### config.mk
export PLATFORM = sky130hd
export DESIGN_NAME = irq_agg_top
export DESIGN_NICKNAME = d
export VERILOG_FILES = /design/src/rtl/irq_agg_pkg.sv /design/src/rtl/irq_agg_ctrl.sv /design/src/rtl/irq_agg_datapath.sv /design/src/rtl/irq_agg_top.sv
export SDC_FILE = /design/constraint.sdc
export NUM_CORES = 1
export LEC_CHECK = 0
export ABC_AREA = 1
export BUFFER_PORTS_ARGS = -buffer_cell sky130_fd_sc_hd__buf_2
export CAP_MARGIN = 20
export CORE_UTILIZATION = 36
export CTS_CLUSTER_DIAMETER = 100
export DETAILED_ROUTE_END_ITERATION = 6
export PLACE_DENSITY = 0.56
export SLEW_MARGIN = 20
export SYNTH_ARGS = -nofsm -noshare
export SYNTH_HDL_FRONTEND = slang
export SYNTH_SLANG_ARGS = --single-unit
export TNS_END_PERCENT = 10
### constraint.sdc
create_clock -name clk -period 1.55 [get_ports clk]
set_clock_uncertainty 0.05 [all_clocks]
set_input_delay 0.155 -clock clk [delete_from_list [all_inputs] [get_ports clk]]
set_output_delay 0.155 -clock clk [all_outputs]
set_load 0.03 [all_outputs]
### src/rtl/irq_agg_pkg.sv
package irq_agg_pkg;
  parameter int DATA_W  = 8;
  parameter int NUM_GRP = 2;

  // strobes from the address decoder to the register datapath
  typedef struct packed {
    logic [NUM_GRP-1:0] rdStat;
    logic [NUM_GRP-1:0] rdEnab;
    logic [NUM_GRP-1:0] wrEnab;
    logic               rdVer;
    logic               rdAny;
  } strobeT;
endpackage

### src/rtl/irq_agg_ctrl.sv
module irq_agg_ctrl
  import irq_agg_pkg::*;
#(
  parameter int ADDR_W    = 8,
  parameter int ADDR_VER  = 1,
  parameter int STAT_BASE = 3,
  parameter int ENAB_BASE = 5
) (
  input  logic [ADDR_W-1:0] regAddr,
  input  logic              regRdEn,
  input  logic              regWrEn,
  output strobeT            strobe
);
  localparam logic [ADDR_W-1:0] VerAddr = ADDR_W'(ADDR_VER);

  logic [NUM_GRP-1:0] statHit;
  logic [NUM_GRP-1:0] enabHit;

  for (genvar g = 0; g < NUM_GRP; g++) begin : g_dec
    localparam logic [ADDR_W-1:0] StatAddr = ADDR_W'(STAT_BASE + g);
    localparam logic [ADDR_W-1:0] EnabAddr = ADDR_W'(ENAB_BASE + g);
    assign statHit[g] = (regAddr == StatAddr);
    assign enabHit[g] = (regAddr == EnabAddr);
  end

  always_comb begin
    strobe.rdStat = statHit & {NUM_GRP{regRdEn}};
    strobe.rdEnab = enabHit & {NUM_GRP{regRdEn}};
    strobe.wrEnab = enabHit & {NUM_GRP{regWrEn}};
    strobe.rdVer  = regRdEn && (regAddr == VerAddr);
    strobe.rdAny  = regRdEn;
  end
endmodule

### src/rtl/irq_agg_datapath.sv
module irq_agg_datapath
  import irq_agg_pkg::*;
#(
  parameter int                          VER_W    = 5,
  parameter logic [VER_W-1:0]            VERSION  = 5'h06,
  parameter logic [NUM_GRP*DATA_W-1:0]   ENAB_RST = 16'h0100,
  parameter logic [NUM_GRP*DATA_W-1:0]   STAT_RST = 16'h0100
) (
  input  logic                           clk,
  input  logic                           rstN,
  input  logic [NUM_GRP-1:0][DATA_W-1:0] evt,
  input  logic [DATA_W-1:0]              wrData,
  input  strobeT                         strobe,
  output logic [DATA_W-1:0]              rdData,
  output logic                           irqN
);
  localparam logic [DATA_W-1:0] VerWord = {{(DATA_W-VER_W){1'b0}}, VERSION};

  logic [NUM_GRP-1:0][DATA_W-1:0] stat;
  logic [NUM_GRP-1:0][DATA_W-1:0] enab;
  logic [NUM_GRP-1:0]             grpActive;
  logic [DATA_W-1:0]              rdNext;

  for (genvar g = 0; g < NUM_GRP; g++) begin : g_reg
    logic [DATA_W-1:0] clrMask;
    assign clrMask = strobe.rdStat[g] ? enab[g] : '0;

    always_ff @(posedge clk) begin
      if (!rstN) begin
        stat[g] <= STAT_RST[g*DATA_W +: DATA_W];
        enab[g] <= ENAB_RST[g*DATA_W +: DATA_W];
      end else begin
        // a fresh event overrides the read-clear of the same bit
        stat[g] <= (stat[g] & ~clrMask) | evt[g];
        if (strobe.wrEnab[g]) enab[g] <= wrData;
      end
    end

    assign grpActive[g] = |(stat[g] & enab[g]);


    event_latch_chk: assert property (@(posedge clk) disable iff (!rstN)
      (evt[g] != '0) |=> ((stat[g] & $past(evt[g])) == $past(evt[g])));


    keep_disabled_chk: assert property (@(posedge clk) disable iff (!rstN)
      strobe.rdStat[g] |=>
        ((stat[g] & ~$past(enab[g])) & $past(stat[g])) == ($past(stat[g]) & ~$past(enab[g])));


    enabled_evt_irq_chk: assert property (@(posedge clk) disable iff (!rstN)
      ((|(evt[g] & enab[g])) && !strobe.wrEnab[g]) |=> !irqN);
  end

  always_comb begin
    rdNext = '0;
    if (strobe.rdVer) rdNext = VerWord;
    for (int g = 0; g < NUM_GRP; g++) begin
      if (strobe.rdStat[g]) rdNext = rdNext | stat[g];
      if (strobe.rdEnab[g]) rdNext = rdNext | enab[g];
    end
  end

  always_ff @(posedge clk) begin
    if (!rstN) rdData <= '0;
    else if (strobe.rdAny) rdData <= rdNext;
  end

  assign irqN = ~|grpActive;


  version_read_chk: assert property (@(posedge clk) disable iff (!rstN)
    strobe.rdVer |=> (rdData == VerWord));


  unmapped_read_chk: assert property (@(posedge clk) disable iff (!rstN)
    (strobe.rdAny && !strobe.rdVer && (strobe.rdStat == '0) && (strobe.rdEnab == '0))
      |=> (rdData == '0));
endmodule

### src/rtl/irq_agg_top.sv
module irq_agg_top
  import irq_agg_pkg::*;
#(
  parameter int               ADDR_W  = 8,
  parameter int               VER_W   = 5,
  parameter logic [VER_W-1:0] VERSION = 5'h06
) (
  input  logic              clk,
  input  logic              rstN,
  input  logic [7:0]        evtGrp1,
  input  logic [7:0]        evtGrp2,
  input  logic [ADDR_W-1:0] regAddr,
  input  logic              regRdEn,
  input  logic              regWrEn,
  input  logic [7:0]        regWrData,
  output logic [7:0]        regRdData,
  output logic              irqN
);
  strobeT                         strobe;
  logic [NUM_GRP-1:0][DATA_W-1:0] evt;

  assign evt[0] = evtGrp1;
  assign evt[1] = evtGrp2;

  irq_agg_ctrl #(
    .ADDR_W   (ADDR_W),
    .ADDR_VER (1),
    .STAT_BASE(3),
    .ENAB_BASE(5)
  ) ctrl_i (
    .regAddr(regAddr),
    .regRdEn(regRdEn),
    .regWrEn(regWrEn),
    .strobe (strobe)
  );

  irq_agg_datapath #(
    .VER_W   (VER_W),
    .VERSION (VERSION),
    .ENAB_RST(16'h0100),
    .STAT_RST(16'h0100)
  ) dp_i (
    .clk   (clk),
    .rstN  (rstN),
    .evt   (evt),
    .wrData(regWrData),
    .strobe(strobe),
    .rdData(regRdData),
    .irqN  (irqN)
  );
endmodule

**After elaboration in Yosys (flattened, before gate mapping)**

Index checks and enable logic that the tools add are counted.

- Input port bits: 36
- Output and inout bits: 9
- Flip-flop bits (word level): 40
- Logic and storage cells: 35

- Reduce and logical (&&, ||, !) cells: 3
- Equality and inequality tests: 5
- Muxes and demuxes: 7
- Bitwise logic cells: 15

Operators by type and width:

| cell | count |
|---|---|
| $mux W8 | 6 |
| $or A8 B8 Y8 | 5 |
| $and A8 B8 Y8 | 4 |
| $eq A8 B3 Y1 const B | 3 |
| $not A8 Y8 | 2 |
| $reduce_or A16 Y1 | 1 |
| $eq A8 B1 Y1 const B | 1 |
| $eq A8 B2 Y1 const B | 1 |
| $or A3 B8 Y8 | 1 |
| $and A2 B2 Y2 | 3 |
| $mux W3 | 1 |
| $logic_and A1 B1 Y1 | 1 |
| $logic_not A1 Y1 | 1 |

**Depth between registers and ports, before layout**

- Word-level depth: 11
- Gate-level depth with buffers: 8
- Depth with buffers taken out: 8

**By module**

A second synthesis with hierarchy kept.

- Cells, all modules: 285
- Area, all modules: 1841.8 sq um

By module, submodules not included:

| module | instances | area each (sq um) | seq. area each (sq um) | cells each |
|---|---|---|---|---|
| irq_agg_datapath | 1 | 1697.9 | 800.8 | 250 |
| irq_agg_ctrl | 1 | 143.9 | 0.0 | 35 |

**Least setup slack after synthesis**

OpenSTA, ideal clock, no wires.

- Path kind: register to output
- From: register dp_i.stat[4] (netlist bit)
- To: output irqN
- Data arrival time: 1.065 ns
- Data required time: 1.345 ns
- Buffers on the path: 0
- Stages on the path, launching flop included: 5
- Path slack: 0.280 ns
- Cells stage by stage: dfxtp_1 > a22o_1 > nor2_1 > nand2_1 > nor2_1

- Cells in the longest elaborated chain, start to end: 3

RTL lines:

| what | line | text |
|---|---|---|
| start, declared | irq_agg_datapath.sv:19 | `logic [NUM_GRP-1:0][DATA_W-1:0] stat;` |
| start signal, assigned by index | irq_agg_datapath.sv:30 | `stat[g] <= STAT_RST[g*DATA_W +: DATA_W];` |
| start signal, assigned by index | irq_agg_datapath.sv:34 | `stat[g] <= (stat[g] & ~clrMask) \| evt[g];` |
| $and A8 B8 Y8 | irq_agg_datapath.sv:39 | `assign grpActive[g] = \|(stat[g] & enab[g]);` |
| $reduce_or A16 Y1 | irq_agg_datapath.sv:69 | `assign irqN = ~\|grpActive;` |
| $logic_not A1 Y1 | irq_agg_datapath.sv:69 |  |
| end, declared | irq_agg_top.sv:17 | `output logic irqN` |

No other way between the ends.

**Final worst setup path**

- From: register dp_i.stat[2] (netlist bit)
- To: output irqN

The elaborated chain is that of the path after synthesis.

==> flow_summary_export.csv <==
group,metric,value,unit
layout,n_antenna_cell,0,
sta,fin_crit,1.53,ns
sta,rsz0062_at_grt,"true",
sta,fmax,656,MHz
clock_tree,cts_buffers,5,
power_and_ir_drop,peakVddDrop,321,uV
logic_synthesis,ys_ff_latch,40,
critical_path,cp_max_fo,3,
routing,wl,4740,um
clock_tree,h-tree-depth,2,
hold_path,min_from,"evtGrp1[4]",
power_and_ir_drop,p_leak,1.03,nW
logic_synthesis,synth_cells,265,
layout,fin_util,45.0,%
layout,drive_above_1_share,23.5,%
place,placed_area,2180,um2
critical_path,worst-endpoint-arrival,1.32,ns
floorplanning,die_h,74.8,um
routing,vias_per_cell,4.78,
clock_tree,worstSkewPairLatency,0.29,ns
place,gp_congestion,0.777,
sta,tightestPinTransition,0.558,ns
routing,first_pass_iters,4,
layout,fin_area,2300,um2
place,io_buffers,44,
layout,final_cell_mix,"inv_1 (43), buf_2 (43), nand3_1 (36), dfxtp_1 (36), o21ai_0 (33)",
floorplanning,initial_core_util,37.4,%
layout,area_growth,20.4,%
logic_synthesis,synth_nets,301,
power_and_ir_drop,powerDensity,881,nW/um2
place,dp_slack,0.0875,ns
hold_path,worstHoldPathCells,3,
clock_tree,root_buffer,"clkbuf_8",
clock_tree,clockBufferDepth,2,
grt,grt_usage,18.0,%
grt,grt.overflow.total,0,
routing,detail-route-antenna-nets,0,
grt,grt_pass1_vias,1612,
critical_path,crit_path_end_kind,"primary output",
flow_run,maxCapViolations,0,
hold_path,min_to,"dp_i.stat[4]",
logic_synthesis,synthesis.area,1910,um2
sta,slew_headroom,62.7,%
floorplanning,num_rows,26,
sta,fin_crit_sh,98.4,%
critical_path,timing.rr.start,"dp_i.stat[2]",
hold_path,worstHoldPathType,"primary input to flop",
sta,final_hold_viol_count,0,
layout,fin_nets,346,
grt,grt_antenna_before_repair,0,
floorplanning,num_io_pins,45,
critical_path,r2r_end,"dp_i.rdData[2]",
sta,timing.hold.ws,0.0415,ns
routing,vias,1822,
clock_tree,path_clk_slew,0.08,ns
routing,drc,0,
floorplanning,die_w,74.8,um
sta,slew_viol_final,0,
logic_synthesis,syn_avg_cell_area,7.20,um2
critical_path,critPathKind,"flop to primary output",
routing,wl_per_cell,12.4,um
layout,fill_cells,573,
logic_synthesis,synth_seq_area_share,42.0,%
layout,area.sequential,806,um2
layout,fin_cells,381,
floorplanning,die-area,5600,um2
place,dp_hpwl,3460,um
power_and_ir_drop,finalPower,2.02,mW
grt,grt_max_degree,33,
critical_path,crit_path_start_kind,"flop",
place,placed_cells,372,
clock_tree,clock-sinks,40,
sta,layout_setup_ws,0.0248,ns
outcome,status,"complete, no violations",
routing,dr.first_iter.drc_count,60,
clock_tree,post-cts-setup-buffers,0,
sta,fin_tns_setup,0,ns
logic_synthesis,ys.warnings.count,0,
clock_tree,cts_tree,"yes",
grt,grt_pass1_wl,7560,um
critical_path,worstPathRequired,1.34,ns
critical_path,r2r_cells,4,
logic_synthesis,synth_cell_types,22,
critical_path,rrSetupSlack,0.60,ns
floorplanning,fp.coreArea,5110,um2
layout,multi_input_area,890,um2
sta,finalSetupViolCount,0,
==> flip-flops by register name, summed over array words and instances (netlist names) <==
name and cells:
dp_i.enab 16, dp_i.rdData 8, dp_i.stat 16
==> worst max-delay path by stage <==
stage | from | endpoint | cells past startpoint
3_5_place_dp | regAddr[7] | dp_i.enab[9] | 7
2_1_floorplan | dp_i.stat[4] | irqN | 4
5_1_grt | dp_i.stat[2] | irqN | 6
6_report | dp_i.stat[2] | irqN | 6
4_1_cts | dp_i.stat[4] | irqN | 5
3_3_place_gp | regAddr[7] | dp_i.enab[9] | 7
==> cells in the mapped netlist (all sizes together) <==
| cell | instances | area, um2 |
|---|---|---|
| a22o | 2 | 17.5 |
| nor2 | 32 | 158 |
| buf | 5 | 42.5 |
| o21ai | 47 | 243 |
| a21oi | 30 | 150 |
| o22ai | 2 | 12.5 |
| dfxtp | 40 | 801 |
| nand2 | 19 | 96.3 |
| o211ai | 2 | 15.0 |
| clkbuf | 5 | 18.8 |
| a221oi | 1 | 8.76 |
| inv | 44 | 165 |
| nand3 | 36 | 180 |
==> power by group <==
group | leakage (nW) | switching, mW | total, mW | internal, mW
registers | 0.329 | 0.0242 | 1.09 | 1.07
clock network | 0.0455 | 0.351 | 0.714 | 0.363
logic | 0.657 | 0.133 | 0.218 | 0.0852
total | 1.03 | 0.507 | 2.02 | 1.52
==> per-layer routing <==
| metal | GRT usage, % | share of wire (%) |
|---|---|---|
| met1 | 22.3 | 47 |
| met2 | 31.1 | 48 |
| met3 | 3.75 | 3.0 |
| met4 | 5.66 | 1.2 |
| met5 | 0 | 0 |
==> repair_timing <==
action | CTS | global route
setup endpoints to repair | 1 | 1
pin swaps | 1 | 1
resized for setup | 3 | 5
hold buffers | 1 | 0
hold endpoints to repair | 1 | 0
==> cell families (layout without fill, tap and decap cells) <==
kind of cell	after synthesis	in the layout	synth area share [%]
flip-flops	40	40	42.0
buffers and inverters	54	100	11.9
AND/OR/NAND/NOR	87	87	22.8
AO/OA/AOI/OAI	84	84	23.4
==> area by class of cell <==
class | count | share of cell area, %
multi-input combinational | 171 | 38.7
sequential | 40 | 35.1
timing repair buffer | 48 | 11.3
inverter | 44 | 7.19
clock buffer | 8 | 3.92
tap | 70 | 3.81
==> worst max-delay path: stages (launching register included) <==
cell      delay, ns
dfxtp_2        0.33
nand2_1        0.06
nand2_1        0.06
a221oi_2       0.19
nand2_1        0.12
nor2_2         0.13
buf_6          0.15
(Power assumes the default switching activity.)
